<file path="src/rtl/useq.sv">
module useq #(
  parameter int UA_W = 8,
  parameter int CW_W = 16
) (
  input  logic            clk,
  input  logic            rst_n,
  input  logic [2:0]      ir_mode,
  input  logic [UA_W-1:0] disp_base,
  input  logic            n_flag,
  input  logic            mfc,
  output logic [UA_W-1:0] upc,
  output logic [CW_W-1:0] ctrl,
  output logic            wait_mfc,
  output logic            end_op
);
  localparam int MI_W = UA_W + 6 + CW_W;
  localparam int P_W  = CW_W;
  localparam int P_E  = CW_W + 1;
  localparam int P_NS = CW_W + 2;
  localparam int P_OM = CW_W + 4;
  localparam int P_OD = CW_W + 5;
  localparam int P_NX = CW_W + 6;

  localparam logic [1:0] NS_INC = 2'd0, NS_DISP = 2'd1, NS_COND = 2'd2, NS_JUMP = 2'd3;

  localparam logic [CW_W-1:0] PCO  = CW_W'(1) << 0;
  localparam logic [CW_W-1:0] PCI  = CW_W'(1) << 1;
  localparam logic [CW_W-1:0] MARI = CW_W'(1) << 2;
  localparam logic [CW_W-1:0] RD   = CW_W'(1) << 3;
  localparam logic [CW_W-1:0] SEL4 = CW_W'(1) << 4;
  localparam logic [CW_W-1:0] ADD  = CW_W'(1) << 5;
  localparam logic [CW_W-1:0] ZI   = CW_W'(1) << 6;
  localparam logic [CW_W-1:0] ZO   = CW_W'(1) << 7;
  localparam logic [CW_W-1:0] YI   = CW_W'(1) << 8;
  localparam logic [CW_W-1:0] MDRO = CW_W'(1) << 9;
  localparam logic [CW_W-1:0] IRI  = CW_W'(1) << 10;
  localparam logic [CW_W-1:0] RSO  = CW_W'(1) << 11;
  localparam logic [CW_W-1:0] RSI  = CW_W'(1) << 12;
  localparam logic [CW_W-1:0] RDO  = CW_W'(1) << 13;
  localparam logic [CW_W-1:0] RDI  = CW_W'(1) << 14;
  localparam logic [CW_W-1:0] OFFO = CW_W'(1) << 15;

  localparam logic [UA_W-1:0] A_IND = UA_W'('h78);

  function automatic logic [MI_W-1:0] mi(
    input logic [UA_W-1:0] nxt, input logic odir, input logic omode,
    input logic [1:0] ns, input logic e, input logic w, input logic [CW_W-1:0] c);
    return {nxt, odir, omode, ns, e, w, c};
  endfunction

  function automatic logic [MI_W-1:0] rom(input logic [UA_W-1:0] a);
    case (a)
      UA_W'('h00): rom = mi('0, 1'b0, 1'b0, NS_INC,  1'b0, 1'b0, PCO | MARI | RD | SEL4 | ADD | ZI);
      UA_W'('h01): rom = mi('0, 1'b0, 1'b0, NS_INC,  1'b0, 1'b1, ZO | PCI | YI);
      UA_W'('h02): rom = mi('0, 1'b0, 1'b0, NS_INC,  1'b0, 1'b0, MDRO | IRI);
      UA_W'('h03): rom = mi('0, 1'b0, 1'b1, NS_DISP, 1'b0, 1'b0, '0);
      UA_W'('h19): rom = mi('0, 1'b0, 1'b0, NS_COND, 1'b0, 1'b0, '0);
      UA_W'('h1A): rom = mi('0, 1'b0, 1'b0, NS_INC,  1'b0, 1'b0, OFFO | ADD | ZI);
      UA_W'('h1B): rom = mi('0, 1'b0, 1'b0, NS_INC,  1'b1, 1'b0, ZO | PCI);
      UA_W'('h45): rom = mi('0, 1'b0, 1'b0, NS_INC,  1'b0, 1'b0, RSO | YI);
      UA_W'('h46): rom = mi('0, 1'b0, 1'b0, NS_INC,  1'b0, 1'b0, RDO | ADD | ZI);
      UA_W'('h47): rom = mi('0, 1'b0, 1'b0, NS_INC,  1'b1, 1'b0, ZO | RDI);
      UA_W'('h49),
      UA_W'('h4D): rom = mi('0, 1'b0, 1'b0, NS_INC,  1'b0, 1'b0, RSO | MARI | RD | SEL4 | ADD | ZI);
      UA_W'('h4A),
      UA_W'('h4E): rom = mi('0, 1'b0, 1'b0, NS_INC,  1'b0, 1'b0, ZO | RSI);
      UA_W'('h4B),
      UA_W'('h4F): rom = mi(A_IND, 1'b1, 1'b0, NS_JUMP, 1'b0, 1'b1, '0);
      UA_W'('h78): rom = mi('0, 1'b0, 1'b0, NS_INC,  1'b0, 1'b1, MDRO | MARI | RD);
      UA_W'('h79): rom = mi('0, 1'b0, 1'b0, NS_INC,  1'b0, 1'b0, MDRO | YI);
      UA_W'('h7A): rom = mi('0, 1'b0, 1'b0, NS_INC,  1'b0, 1'b0, RDO | ADD | ZI);
      UA_W'('h7B): rom = mi('0, 1'b0, 1'b0, NS_INC,  1'b1, 1'b0, ZO | RDI);
      default:     rom = mi('0, 1'b0, 1'b0, NS_INC,  1'b1, 1'b0, '0);
    endcase
  endfunction

  logic [MI_W-1:0] word;
  logic [UA_W-1:0] fld, or_vec, base, nxt;
  logic [1:0]      nsel;
  logic            stall;

  assign word     = rom(upc);
  assign ctrl     = word[CW_W-1:0];
  assign wait_mfc = word[P_W];
  assign end_op   = word[P_E];
  assign nsel     = word[P_NS+1:P_NS];
  assign fld      = word[MI_W-1:P_NX];
  assign stall    = wait_mfc & ~mfc;
  assign base     = (nsel == NS_DISP) ? disp_base : fld;

  always_comb begin
    or_vec = '0;
    if (word[P_OM]) or_vec[4:2] = ir_mode;
    if (word[P_OD]) or_vec[0]   = ir_mode[0];
  end

  always_comb begin
    case (nsel)
      NS_INC:  nxt = upc + 1'b1;
      NS_COND: nxt = n_flag ? upc + 1'b1 : fld;
      default: nxt = base | or_vec;
    endcase
    if (stall)       nxt = upc;
    else if (end_op) nxt = '0;
  end

  always_ff @(posedge clk) begin
    if (!rst_n) upc <= '0;
    else        upc <= nxt;
  end

  AST_STALL_HOLD: assert property (@(posedge clk) disable iff (!rst_n)
    stall |=> upc == $past(upc));
  AST_END_RETURN: assert property (@(posedge clk) disable iff (!rst_n)
    (end_op && !stall) |=> upc == '0);
  AST_STEP_INC: assert property (@(posedge clk) disable iff (!rst_n)
    (nsel == NS_INC && !stall && !end_op) |=> upc == $past(upc) + 1'b1);
  AST_COND_BACK: assert property (@(posedge clk) disable iff (!rst_n)
    (nsel == NS_COND && !n_flag && !stall && !end_op) |=> upc == '0);
  AST_DIRECT_SKIP: assert property (@(posedge clk) disable iff (!rst_n)
    (nsel == NS_JUMP && ir_mode[0] && !stall && !end_op) |=> upc[0]);
endmodule

</file>
<file path="config.mk">
export PLATFORM = sky130hd
export DESIGN_NAME = useq
export DESIGN_NICKNAME = d
export VERILOG_FILES = /design/src/rtl/useq.sv
export SDC_FILE = /design/constraint.sdc
export NUM_CORES = 1
export LEC_CHECK = 0
export BUFFER_PORTS_ARGS = -buffer_cell sky130_fd_sc_hd__buf_2
export CAP_MARGIN = 20
export CORE_MARGIN = 5
export CORE_UTILIZATION = 44
export CTS_CLUSTER_SIZE = 30
export DETAILED_ROUTE_END_ITERATION = 10
export PLACE_DENSITY = 0.76
export SLEW_MARGIN = 40
export SYNTH_ARGS = -nofsm -noshare
export SYNTH_HDL_FRONTEND = slang
export SYNTH_SLANG_ARGS = --single-unit
</file>
<file path="constraint.sdc">
create_clock -name clk -period 2.35 [get_ports clk]
set_input_delay 0.705 -clock clk [delete_from_list [all_inputs] [get_ports clk]]
set_output_delay 0.705 -clock clk [all_outputs]
set_load 0.02 [all_outputs]
</file>
==> results of run 1 <==
path summary, 6_finish.rpt:
kind	to	cells after the start	slack (ns)
setup / recovery	end_op	8	-0.31
hold / removal	upc[1]	3	0.62
setup reg to reg	upc[6]	9	0.04
hold reg to reg	upc[1]	3	0.62
metal layers:
metal	vias to the layer above	global-route usage, %
li1	685	-
met1	702	28.46
met2	108	44.60
met3	26	3.672
met4	0	16.14
met5	-	0
cells by family after synthesis:
logic type               count (synthesis)
AO/OA/AOI/OAI                           43
flip-flops                               8
adder cells (fa/ha/maj)                  4
buffers and inverters                   21
AND/OR/NAND/NOR                         60
XOR/XNOR                                 5
cells in the mapped netlist, types with 2 or more instances:
cell type	number
nor3_1	2
xnor2_1	2
or2_1	2
a21o_1	2
nand3_1	17
nor3_2	2
nand2_1	7
xor2_1	3
a21oi_1	5
or3b_1	2
o21ai_1	3
nand4_1	2
o31ai_1	3
o21ai_0	6
ha_1	4
clkbuf_1	5
a211o_1	2
nor2_1	2
a211oi_1	2
a31oi_1	3
nor4_1	4
buf_6	2
dfxtp_1	8
o2111ai_1	2
and3_1	5
buf_4	4
inv_1	7
and2_1	4
or3_1	2
o41ai_2	2
cell usage in the layout, fill, tap and decap left out, types with 2 or more instances in the layout:
cell and instances:
buf_4 36, buf_2 26, buf_6 19, nand3_1 13, nand2_1 7, inv_1 6, o21ai_0 5, dfxtp_2 5
and3_1 4, nor4_1 4, xor2_1 3, o41ai_2 3, o21ai_2 3, a21oi_1 3, and2_4 3, o31ai_1 3
a31oi_1 3, ha_1 3, clkbuf_4 3, nand3_4 2, inv_2 2, or3_4 2, or3b_1 2, xnor2_1 2
a21oi_2 2, nand4_1 2, nand3_2 2, nor3_1 2, a211o_1 2, a211oi_1 2, a21o_1 2, dfxtp_4 2
critical path, cell delays in order (launching register included):
cell	delay, ns
dfxtp_2	0.34
buf_6	0.13
buf_4	0.14
nor3_4	0.26
nand3_1	0.24
o311ai_4	0.16
a211oi_4	0.06
or2_4	0.24
buf_6	0.13
cell type report:
type                    count  area share, %
inverters                   8          1.621
clock buffers               4          1.418
multi-input cells         112          51.32
repair buffers             82          34.23
flip-flops and latches      8          9.386
well taps                  30          2.026
repair_timing:
| action | 4_1_cts | 5_1_grt |
|---|---|---|
| setup buffers | 7 | 6 |
| endpoints found under the setup margin | 14 | 15 |
| pin swaps | 13 | 8 |
| resized for setup | 51 | 11 |
power by group through the flow:
stage | Clock, µW | Sequential, µW | Combinational [µW]
floorplan | 0 | 221 | 783
global placement | 0 | 186 | 1220
detailed placement | 0 | 187 | 1250
CTS | 119 | 186 | 1560
global route | 132 | 192 | 1770
finish | 125 | 188 | 1680
per-stage QoR:
stage	util (%)	instances	worst slack, ns	hold WS (ns)
floorplan	-	141	-0.2337	0.5408
global placement	62.50	228	-0.04090	0.6022
detailed placement	62.50	228	-0.08486	0.6042
CTS	72.79	238	-0.2816	0.6196
global route	76.18	244	-0.3939	0.6572
finish	76.18	244	-0.3135	0.6195
==> metrics.md, run 1 <==
| Metric | Value |
|---|---|
| Vias in the first global route | `1511` |
| Synth Flop Type | `dfxtp_1` |
| Metal2 WL | `2387 µm` |
| RSZ-0062 raised after global routing | `yes` |
| Synth Net Count | `160` |
| Synth top area share | `14.71%` |
| Met1 WL | `1712 µm` |
| # diodes | `0` |
| Crit end category | `primary output` |
| Layout cell share with drive strength beyond 1 | `58.88%` |
| Mean Syn Cell Area | `7.720 µm²` |
| Peak supply drop | `1000 µV` |
| Die area | `3569 µm²` |
| Max reg flops | `8` |
| Hold_sp | `upc[1]` |
| Synth async-reset ratio | `0%` |
| Relative slew slack | `69.06%` |
| Switching pwr | `956.5 µW` |
| Tot Pwr | `1991 µW` |
| Row cnt | `18` |
| Pwr dens | `1075 nW/µm²` |
| Clock Tree Buf Depth | `2` |
| Final Critical Period | `2.664 ns` |
| Int Pwr | `1035 µW` |
| Final hold violations | `0` |
| Largest net degree at the start of global routing | `17` |
| Initial antenna violation count | `0` |
| Final instance area | `1853 µm²` |
| Worst path required time | `1.64 ns` |
| CTS tree | `done` |
| Yosys reg bits | `8` |
| Synth top area cells | `dfxtp_1 15%, nand3_1 7.8%, ha_1 4.6%` |
| Seq/Total Area, Yosys | `14.71%` |
| Class of the worst hold path | `register to register` |
| Syn. warnings | `0` |
| Gate power share | `84.3%` |
| I/O Pins | `41` |
| Total Routed Length | `4672 µm` |
| Synth area leader | `dfxtp_1` |
| Failing checks | `setup timing` |
| All-Layer GR Usage | `25.50%` |
| Startpoint Class | `register` |
| H-Tree Level Count | `1` |
| Setup violators final | `16` |
| Total clock buffers created by CTS | `3` |
| Post-route ant nets | `0` |
| Post-CTS Hold Buffers | `0` |
| Crit Path Max Fanout | `5` |
| Tcrit/Tclk final | `113.3%` |
| Clk Latency, worst-skew pair | `0.28 ns` |
| Final Skew | `0.01449 ns` |
| Global-route wire length before repair | `6865 µm` |
| Drt via density | `6.234` |
| Length of the first detailed-routing pass in iterations | `5` |
| Die Ht | `59.74 µm` |
| Initial core utilization | `44.75%` |
| Iter 0 DRT Violations | `85` |
| Mapped Area | `1089 µm²` |
| Reg-to-reg startpoint | `upc[5]` |
| Final setup margin | `-0.3135 ns` |
| Wire length per cell | `19.15 µm` |
| Status | `finished with violations` |
| Number of distinct library cells after synthesis | `55` |
| Core area | `2432 µm²` |
| # DRC | `0` |
| Mux contribution to synthesized area | `0%` |
| P_leak | `0.0008655 µW` |
| Post-synth EDFFs | `0` |
| Worst Max-Slew Pin Slew | `0.4626 ns` |
| Max cap viols | `0` |
| Top sig layer | `met4` |
| Flop pwr share | `9.5%` |
| Compound-gate portion of the synthesized area | `32.07%` |
| P&R area growth vs syn | `70.23%` |
| Xor/xnor cell area share of the yosys netlist | `4.023%` |
| Die X | `59.74 µm` |
| # clock sinks | `8` |
| Fin nets | `234` |
| CP Launch Point | `upc[5]` |
| Via count | `1521` |
| Post-place instance area | `1520 µm²` |
| Total gr overflow | `0` |
| FF/Latch Area | `173.9 µm²` |
| Setup TNS | `-3.068 ns` |
| Simple-gate share of the synthesized area | `34.48%` |
| Sw Ratio | `48.03%` |
| DP Wirelength | `3174 µm` |
| Final RePlAce weighted congestion | `1.002` |
| Multi-input gate area | `950.9 µm²` |
| Post-Synth Adder-Cell Area | `4.598%` |
| Setup CP Type | `register to primary output` |
| Max Slew Vio Count | `0` |
| Most flop-heavy register | `upc` |
| Worst-path clk slew | `0.07 ns` |
| FILL cells | `167` |
| Buffers added on ports | `40` |
| Metal3 WL | `379 µm` |
| Regs by FF count | `upc: 8 flops` |
| Crit path DAT | `1.96 ns` |
| Clock power frac | `6.3%` |
| Largest family of logic cells by synthesized area | `simple AND/OR/NAND/NOR gates` |
| Clock Root Buffer | `clkbuf_4` |
| Syn Inst Count | `141` |
| Max Freq | `0.3754 GHz` |
Power figures use the tool's default switching activity.
==> inputs of run 2 (changes only) <==
CELL_PAD_IN_SITES_DETAIL_PLACEMENT = 1   (was not set)
CELL_PAD_IN_SITES_GLOBAL_PLACEMENT = 1   (was not set)
CORE_ASPECT_RATIO = 0.5   (was not set)
CORE_UTILIZATION = 31   (was 44)
PLACE_DENSITY = not set   (was 0.76)
PLACE_DENSITY_LB_ADDON = 0.1   (was not set)
==> metrics.md, run 2 (synthesized netlist as in run 1, its figures left out) <==
| Metric | Value |
|---|---|
| Fin nets | `241` |
| Max reg flops | `8` |
| Metal3 WL | `233 µm` |
| CP Launch Point | `upc[5]` |
| Buffers added on ports | `40` |
| Setup CP Type | `register to primary output` |
| Hold_sp | `upc[0]` |
| Row cnt | `15` |
| Die area | `4868 µm²` |
| Tcrit/Tclk final | `111.2%` |
| Final Util | `55.90%` |
| Worst setup path endpoint | `end_op` |
| Max Freq | `0.3827 GHz` |
| Total Routed Length | `5099 µm` |
| Worst-path clk slew | `0.04 ns` |
| Met1 WL | `2433 µm` |
| Largest net degree at the start of global routing | `10` |
| Final Critical Period | `2.613 ns` |
| Total gr overflow | `0` |
| Pwr dens | `1059 nW/µm²` |
| P&R area growth vs syn | `75.40%` |
| Global-route wire length before repair | `7893 µm` |
| Most flop-heavy register | `upc` |
| Post-CTS Hold Buffers | `0` |
| R2R depth | `8` |
| Clk Latency, worst-skew pair | `0.23 ns` |
| Setup violators final | `11` |
| Regs by FF count | `upc: 8 flops` |
| Vias in the first global route | `1570` |
| Final hold violations | `0` |
| FF-to-FF setup slack | `0.14 ns` |
| Wire length per cell | `18.75 µm` |
| Crit Path Max Fanout | `4` |
| All-Layer GR Usage | `21.14%` |
| Initial antenna violation count | `0` |
| Worst Max-Slew Pin Slew | `0.4824 ns` |
| H-Tree Level Count | `1` |
| Dpl ws | `-0.08185 ns` |
| # diodes | `0` |
| Final Skew | `0.0006547 ns` |
| Drt via density | `5.434` |
| DP Wirelength | `4020 µm` |
| CP Depth | `6` |
| Critical-path top delay cell | `or3_1` |
| DP Cell Count | `261` |
| Worst path required time | `1.64 ns` |
| Reg-to-reg startpoint | `upc[2]` |
| Iter 0 DRT Violations | `54` |
| Initial core utilization | `31.87%` |
| Total clock buffers created by CTS | `3` |
| Crit path DAT | `1.91 ns` |
| Die X | `93.80 µm` |
| Final setup margin | `-0.2627 ns` |
| Hold WS | `0.6221 ns` |
| Crit path buffers/inverters | `1` |
| CP top delay family | `simple AND/OR/NAND/NOR gates` |
| Clock Tree Buf Depth | `2` |
| Crit end category | `primary output` |
| Length of the first detailed-routing pass in iterations | `4` |
| Filler-free cell count of the finished design | `272` |
| Failing checks | `setup timing` |
| FILL cells | `431` |
| Crit-path cells | `or3_1 -> o32a_4 -> o311ai_4 -> a211oi_4 -> or2_4 -> buf_6` |
| Via count | `1478` |
| Post-route ant nets | `0` |
| I/O Pins | `41` |
| P_leak | `0.0008902 µW` |
| Startpoint Class | `register` |
| Max Slew Vio Count | `0` |
| CTS tree | `done` |
| Post-place instance area | `1624 µm²` |
| Commonest non-fill, non-tap cell in the layout | `buf_4` |
| RSZ-0062 raised after global routing | `yes` |
| Final RePlAce weighted congestion | `0.8742` |
| # DRC | `0` |
| Max cap viols | `0` |
| Metal2 WL | `2381 µm` |
| Delay of the slowest cell on the worst path | `0.38 ns` |
| Clock Root Buffer | `clkbuf_8` |
| Most frequent cells in the layout | `46 x buf_4, 26 x buf_2, 17 x buf_6, 13 x nand3_1, 7 x nand2_1` |
| Layout cell share with drive strength beyond 1 | `58.37%` |
| Worst R2R End | `upc[6]` |
| Peak supply drop | `318.6 µV` |
| Die Ht | `51.90 µm` |
| # clock sinks | `8` |
| Status | `finished with violations` |
| Final instance area | `1909 µm²` |
| Top sig layer | `met4` |
| Relative slew slack | `67.73%` |
| Core area | `3416 µm²` |
| Class of the worst hold path | `register to register` |
==> run 2: changes by cell type in the layout (fill, tap and decap cells not counted), moves of 3 or more <==
| cell | delta |
|---|---|
| and2_4 | -3 |
| buf_4 | +10 |
| clkbuf_4 | -3 |
| clkbuf_8 | +3 |
==> run 2: worst min-delay path: stages, from the launching register on <==
cell and delay [ns]:
dfxtp_2 0.34, buf_4 0.13, nand3_1 0.06, o31ai_1 0.06
==> run 2: final cells by class <==
class	count	area (µm²)	area share (%)
timing repair buffer	89	666.9	34.93
sequential	8	175.2	9.174
inverter	8	30.03	1.573
tap	51	63.81	3.342
multi-input combinational	112	928.4	48.62
clock buffer	4	45.04	2.359
==> run 2: what timing repair did <==
action                                  in CTS  in global routing
endpoints found under the hold margin        0                  0
pin swaps                                    8                  9
endpoints found under the setup margin      16                 17
gates cloned                                 0                  0
gates resized for setup                     22                 33
setup buffers                                5                  3
==> run 2: through the flow <==
stage	TNS (ns)	power, µW
after global routing	-2.139	2137
after detailed placement	-0.09383	1519
final	-1.157	2021
after floorplan	-0.2630	1004
after CTS	-1.204	1832
after global placement	-0.06053	1494
==> run 2: worst min-delay path by stage <==
stage | slack, ns | cells past startpoint | endpoint
6_report | 0.62 | 3 | upc[0]
5_1_grt | 0.67 | 3 | upc[1]
4_1_cts | 0.63 | 3 | upc[1]
3_5_place_dp | 0.62 | 3 | upc[0]
3_3_place_gp | 0.60 | 3 | upc[1]
2_1_floorplan | 0.54 | 2 | upc[0]
==> run 2: report_power, final <==
part | total (µW) | leakage [µW] | internal (µW) | switching (µW)
Combinational | 1660 | 0.000798 | 795 | 860
Sequential | 189 | 0.0000692 | 164 | 25.6
Clock | 177 | 0.0000228 | 118 | 58.7
Total | 2020 | 0.000890 | 1080 | 945
==> run 2: per-layer routing <==
layer,vias up,GRT usage (%)
met5,-,0
met2,40,36.19
li1,703,-
met4,0,4.317
met3,6,4.046
met1,729,27.90
==> inputs of run 3 (changes only) <==
ABC_AREA = 1   (was not set)
BUFFER_PORTS_ARGS = not set   (was -buffer_cell sky130_fd_sc_hd__buf_2)
CORE_UTILIZATION = 36   (was 31)
DONT_BUFFER_PORTS = 1   (was not set)
==> metrics.md, run 3 <==
| Metric | Value |
|---|---|
| Row cnt | `13` |
| Wire length per cell | `15.56 µm` |
| Post-CTS Hold Buffers | `0` |
| Setup CP Type | `register to primary output` |
| Buffers added on ports | `0` |
| Max reg flops | `8` |
| Die X | `85.41 µm` |
| Class of the worst hold path | `primary input to register` |
| Clock power frac | `11.4%` |
| # diodes | `0` |
| Multi-input gate area | `794.5 µm²` |
| Largest net degree at the start of global routing | `12` |
| Total gr overflow | `0` |
| Status | `finished, final reports clean` |
| Worst-path clk slew | `0.04 ns` |
| Filler-free cell count of the finished design | `240` |
| FILL cells | `363` |
| Gate power share | `73.8%` |
| Switching pwr | `787.4 µW` |
| All-Layer GR Usage | `19.64%` |
| Global-route wire length before repair | `5982 µm` |
| Syn. warnings | `0` |
| Tcrit/Tclk final | `98.67%` |
| Final Critical Period | `2.319 ns` |
| Initial core utilization | `38.60%` |
| R2R depth | `11` |
| Post-route ant nets | `0` |
| DP Wirelength | `2962 µm` |
| Hold-critical path depth | `2` |
| Seq/Total Area, Yosys | `15.65%` |
| Commonest non-fill, non-tap cell in the layout | `nand2_1` |
| P&R area growth vs syn | `37.41%` |
| P_leak | `0.0007259 µW` |
| Vias in the first global route | `1180` |
| Crit Path Max Fanout | `4` |
| # DRC | `0` |
| Regs by FF count | `upc: 8 flops` |
| Total clock buffers created by CTS | `3` |
| Total Routed Length | `3734 µm` |
| Relative slew slack | `81.82%` |
| Final setup margin | `0.03114 ns` |
| Core area | `2651 µm²` |
| Synth area leader | `nand2_1` |
| Die Ht | `47.71 µm` |
| Setup violators final | `0` |
| Fin nets | `224` |
| RSZ-0062 raised after global routing | `yes` |
| Max cap viols | `0` |
| FF/Latch Area | `175.2 µm²` |
| Layout cell share with drive strength beyond 1 | `41.38%` |
| Crit path DAT | `1.61 ns` |
| Clock Root Buffer | `clkbuf_8` |
| Final instance area | `1406 µm²` |
| Synth top area share | `15.77%` |
| Max Freq | `0.4312 GHz` |
| Final Util | `53.04%` |
| Number of distinct library cells after synthesis | `25` |
| DP Cell Count | `233` |
| Most flop-heavy register | `upc` |
| Worst path required time | `1.64 ns` |
| Most frequent cells in the layout | `40 x nand2_1, 28 x buf_4, 22 x inv_1, 19 x nand3_1, 14 x nor2_1` |
| CTS tree | `done` |
| Length of the first detailed-routing pass in iterations | `4` |
| Worst Max-Slew Pin Slew | `0.2698 ns` |
| Int Pwr | `676.3 µW` |
| Sw Ratio | `53.79%` |
| Dpl ws | `0.05248 ns` |
| Iter 0 DRT Violations | `50` |
| I/O Pins | `41` |
| Synth top area cells | `nand2_1 16%, dfxtp_1 16%, inv_1 9.9%` |
| Final RePlAce weighted congestion | `0.8844` |
| Startpoint Class | `register` |
| Mapped Area | `1023 µm²` |
| Crit end category | `primary output` |
| # clock sinks | `8` |
| Die area | `4074 µm²` |
| Synth Net Count | `195` |
| Syn Inst Count | `176` |
| Synth Flop Type | `dfxtp_1` |
| H-Tree Level Count | `1` |
| Max Slew Vio Count | `0` |
| Clock Tree Buf Depth | `2` |
| Pwr dens | `1041 nW/µm²` |
| Mean Syn Cell Area | `5.815 µm²` |
| Clk Latency, worst-skew pair | `0.23 ns` |
| Peak supply drop | `518.5 µV` |
| Final Skew | `0.001545 ns` |
| Drt via density | `5.021` |
| Via count | `1205` |
| Post-synth EDFFs | `0` |
| Flop pwr share | `14.8%` |
| List of most frequent post-synthesis cells | `43 x nand2_1, 27 x inv_1, 20 x nand3_1` |
| Count leader, synth | `nand2_1` |
| Final hold violations | `0` |
| Initial antenna violation count | `0` |
| Yosys reg bits | `8` |
| Synth async-reset ratio | `0%` |
| Post-place instance area | `1236 µm²` |
-- run 3: cells by family after synthesis --
| family | synth area share (%) |
|---|---|
| XOR/XNOR | 3.423 |
| AO/OA/AOI/OAI | 10.76 |
| flip-flops | 15.65 |
| adder cells (fa/ha/maj) | 4.890 |
| AND/OR/NAND/NOR | 49.88 |
| buffers and inverters | 15.40 |
-- run 3: metal layers --
metal / global-route usage (%) / part of all wire, % / wire length, µm
met1: 25.50 / 48 / 1804
met2: 32.87 / 43 / 1603
met3: 4.296 / 6.9 / 259
met4: 7.886 / 1.8 / 66
met5: 0 / 0 / 0
-- run 3: per-stage QoR --
stage / power, µW / hold slack [ns] / setup TNS, ns
6_report: 1464 / 0.6055 / 0
4_1_cts: 1452 / 0.6098 / -0.01114
3_5_place_dp: 1224 / 0.6424 / 0
3_3_place_gp: 1212 / 0.6259 / 0
5_1_grt: 1580 / 0.6254 / -0.2195
2_1_floorplan: 920.2 / 0.5272 / 0
-- run 3: power groups by stage --
stage                     clock network (µW)  logic [µW]  registers [µW]
after floorplan                            0         706             215
after global placement                     0        1010             200
after detailed placement                   0        1020             202
after CTS                                175        1070             211
after global routing                     182        1180             222
final                                    167        1080             216
-- run 3: timing repair --
item,CTS,global route
endpoints found under the setup margin,4,5
pin swaps,4,6
cloned,0,0
endpoints found under the hold margin,0,0
gates resized for setup,23,12
buffers inserted,2,2
-- run 3: path summary, 6_finish.rpt --
kind                     start  endpoint  slack [ns]
setup / recovery        upc[0]    end_op        0.03
setup reg to reg        upc[0]    upc[5]        0.48
hold / removal    disp_base[7]    upc[7]        0.61
hold reg to reg         upc[4]    upc[4]        0.64
-- run 3: area by class of cell --
class | count | area share (%)
repair buffers | 29 | 16.37
clock buffers | 3 | 2.936
multi-input cells | 132 | 56.49
well taps | 37 | 3.292
flip-flops and latches | 8 | 12.46
inverters | 31 | 8.452
-- run 3: worst max-delay path, cell delays in order (launching register included) --
cell	delay, ns
dfxtp_4	0.38
inv_2	0.06
ha_2	0.20
nand3_2	0.12
nor2_2	0.06
nor2_2	0.15
nand3_2	0.11
nor2_4	0.15
nor2_4	0.06
inv_2	0.11
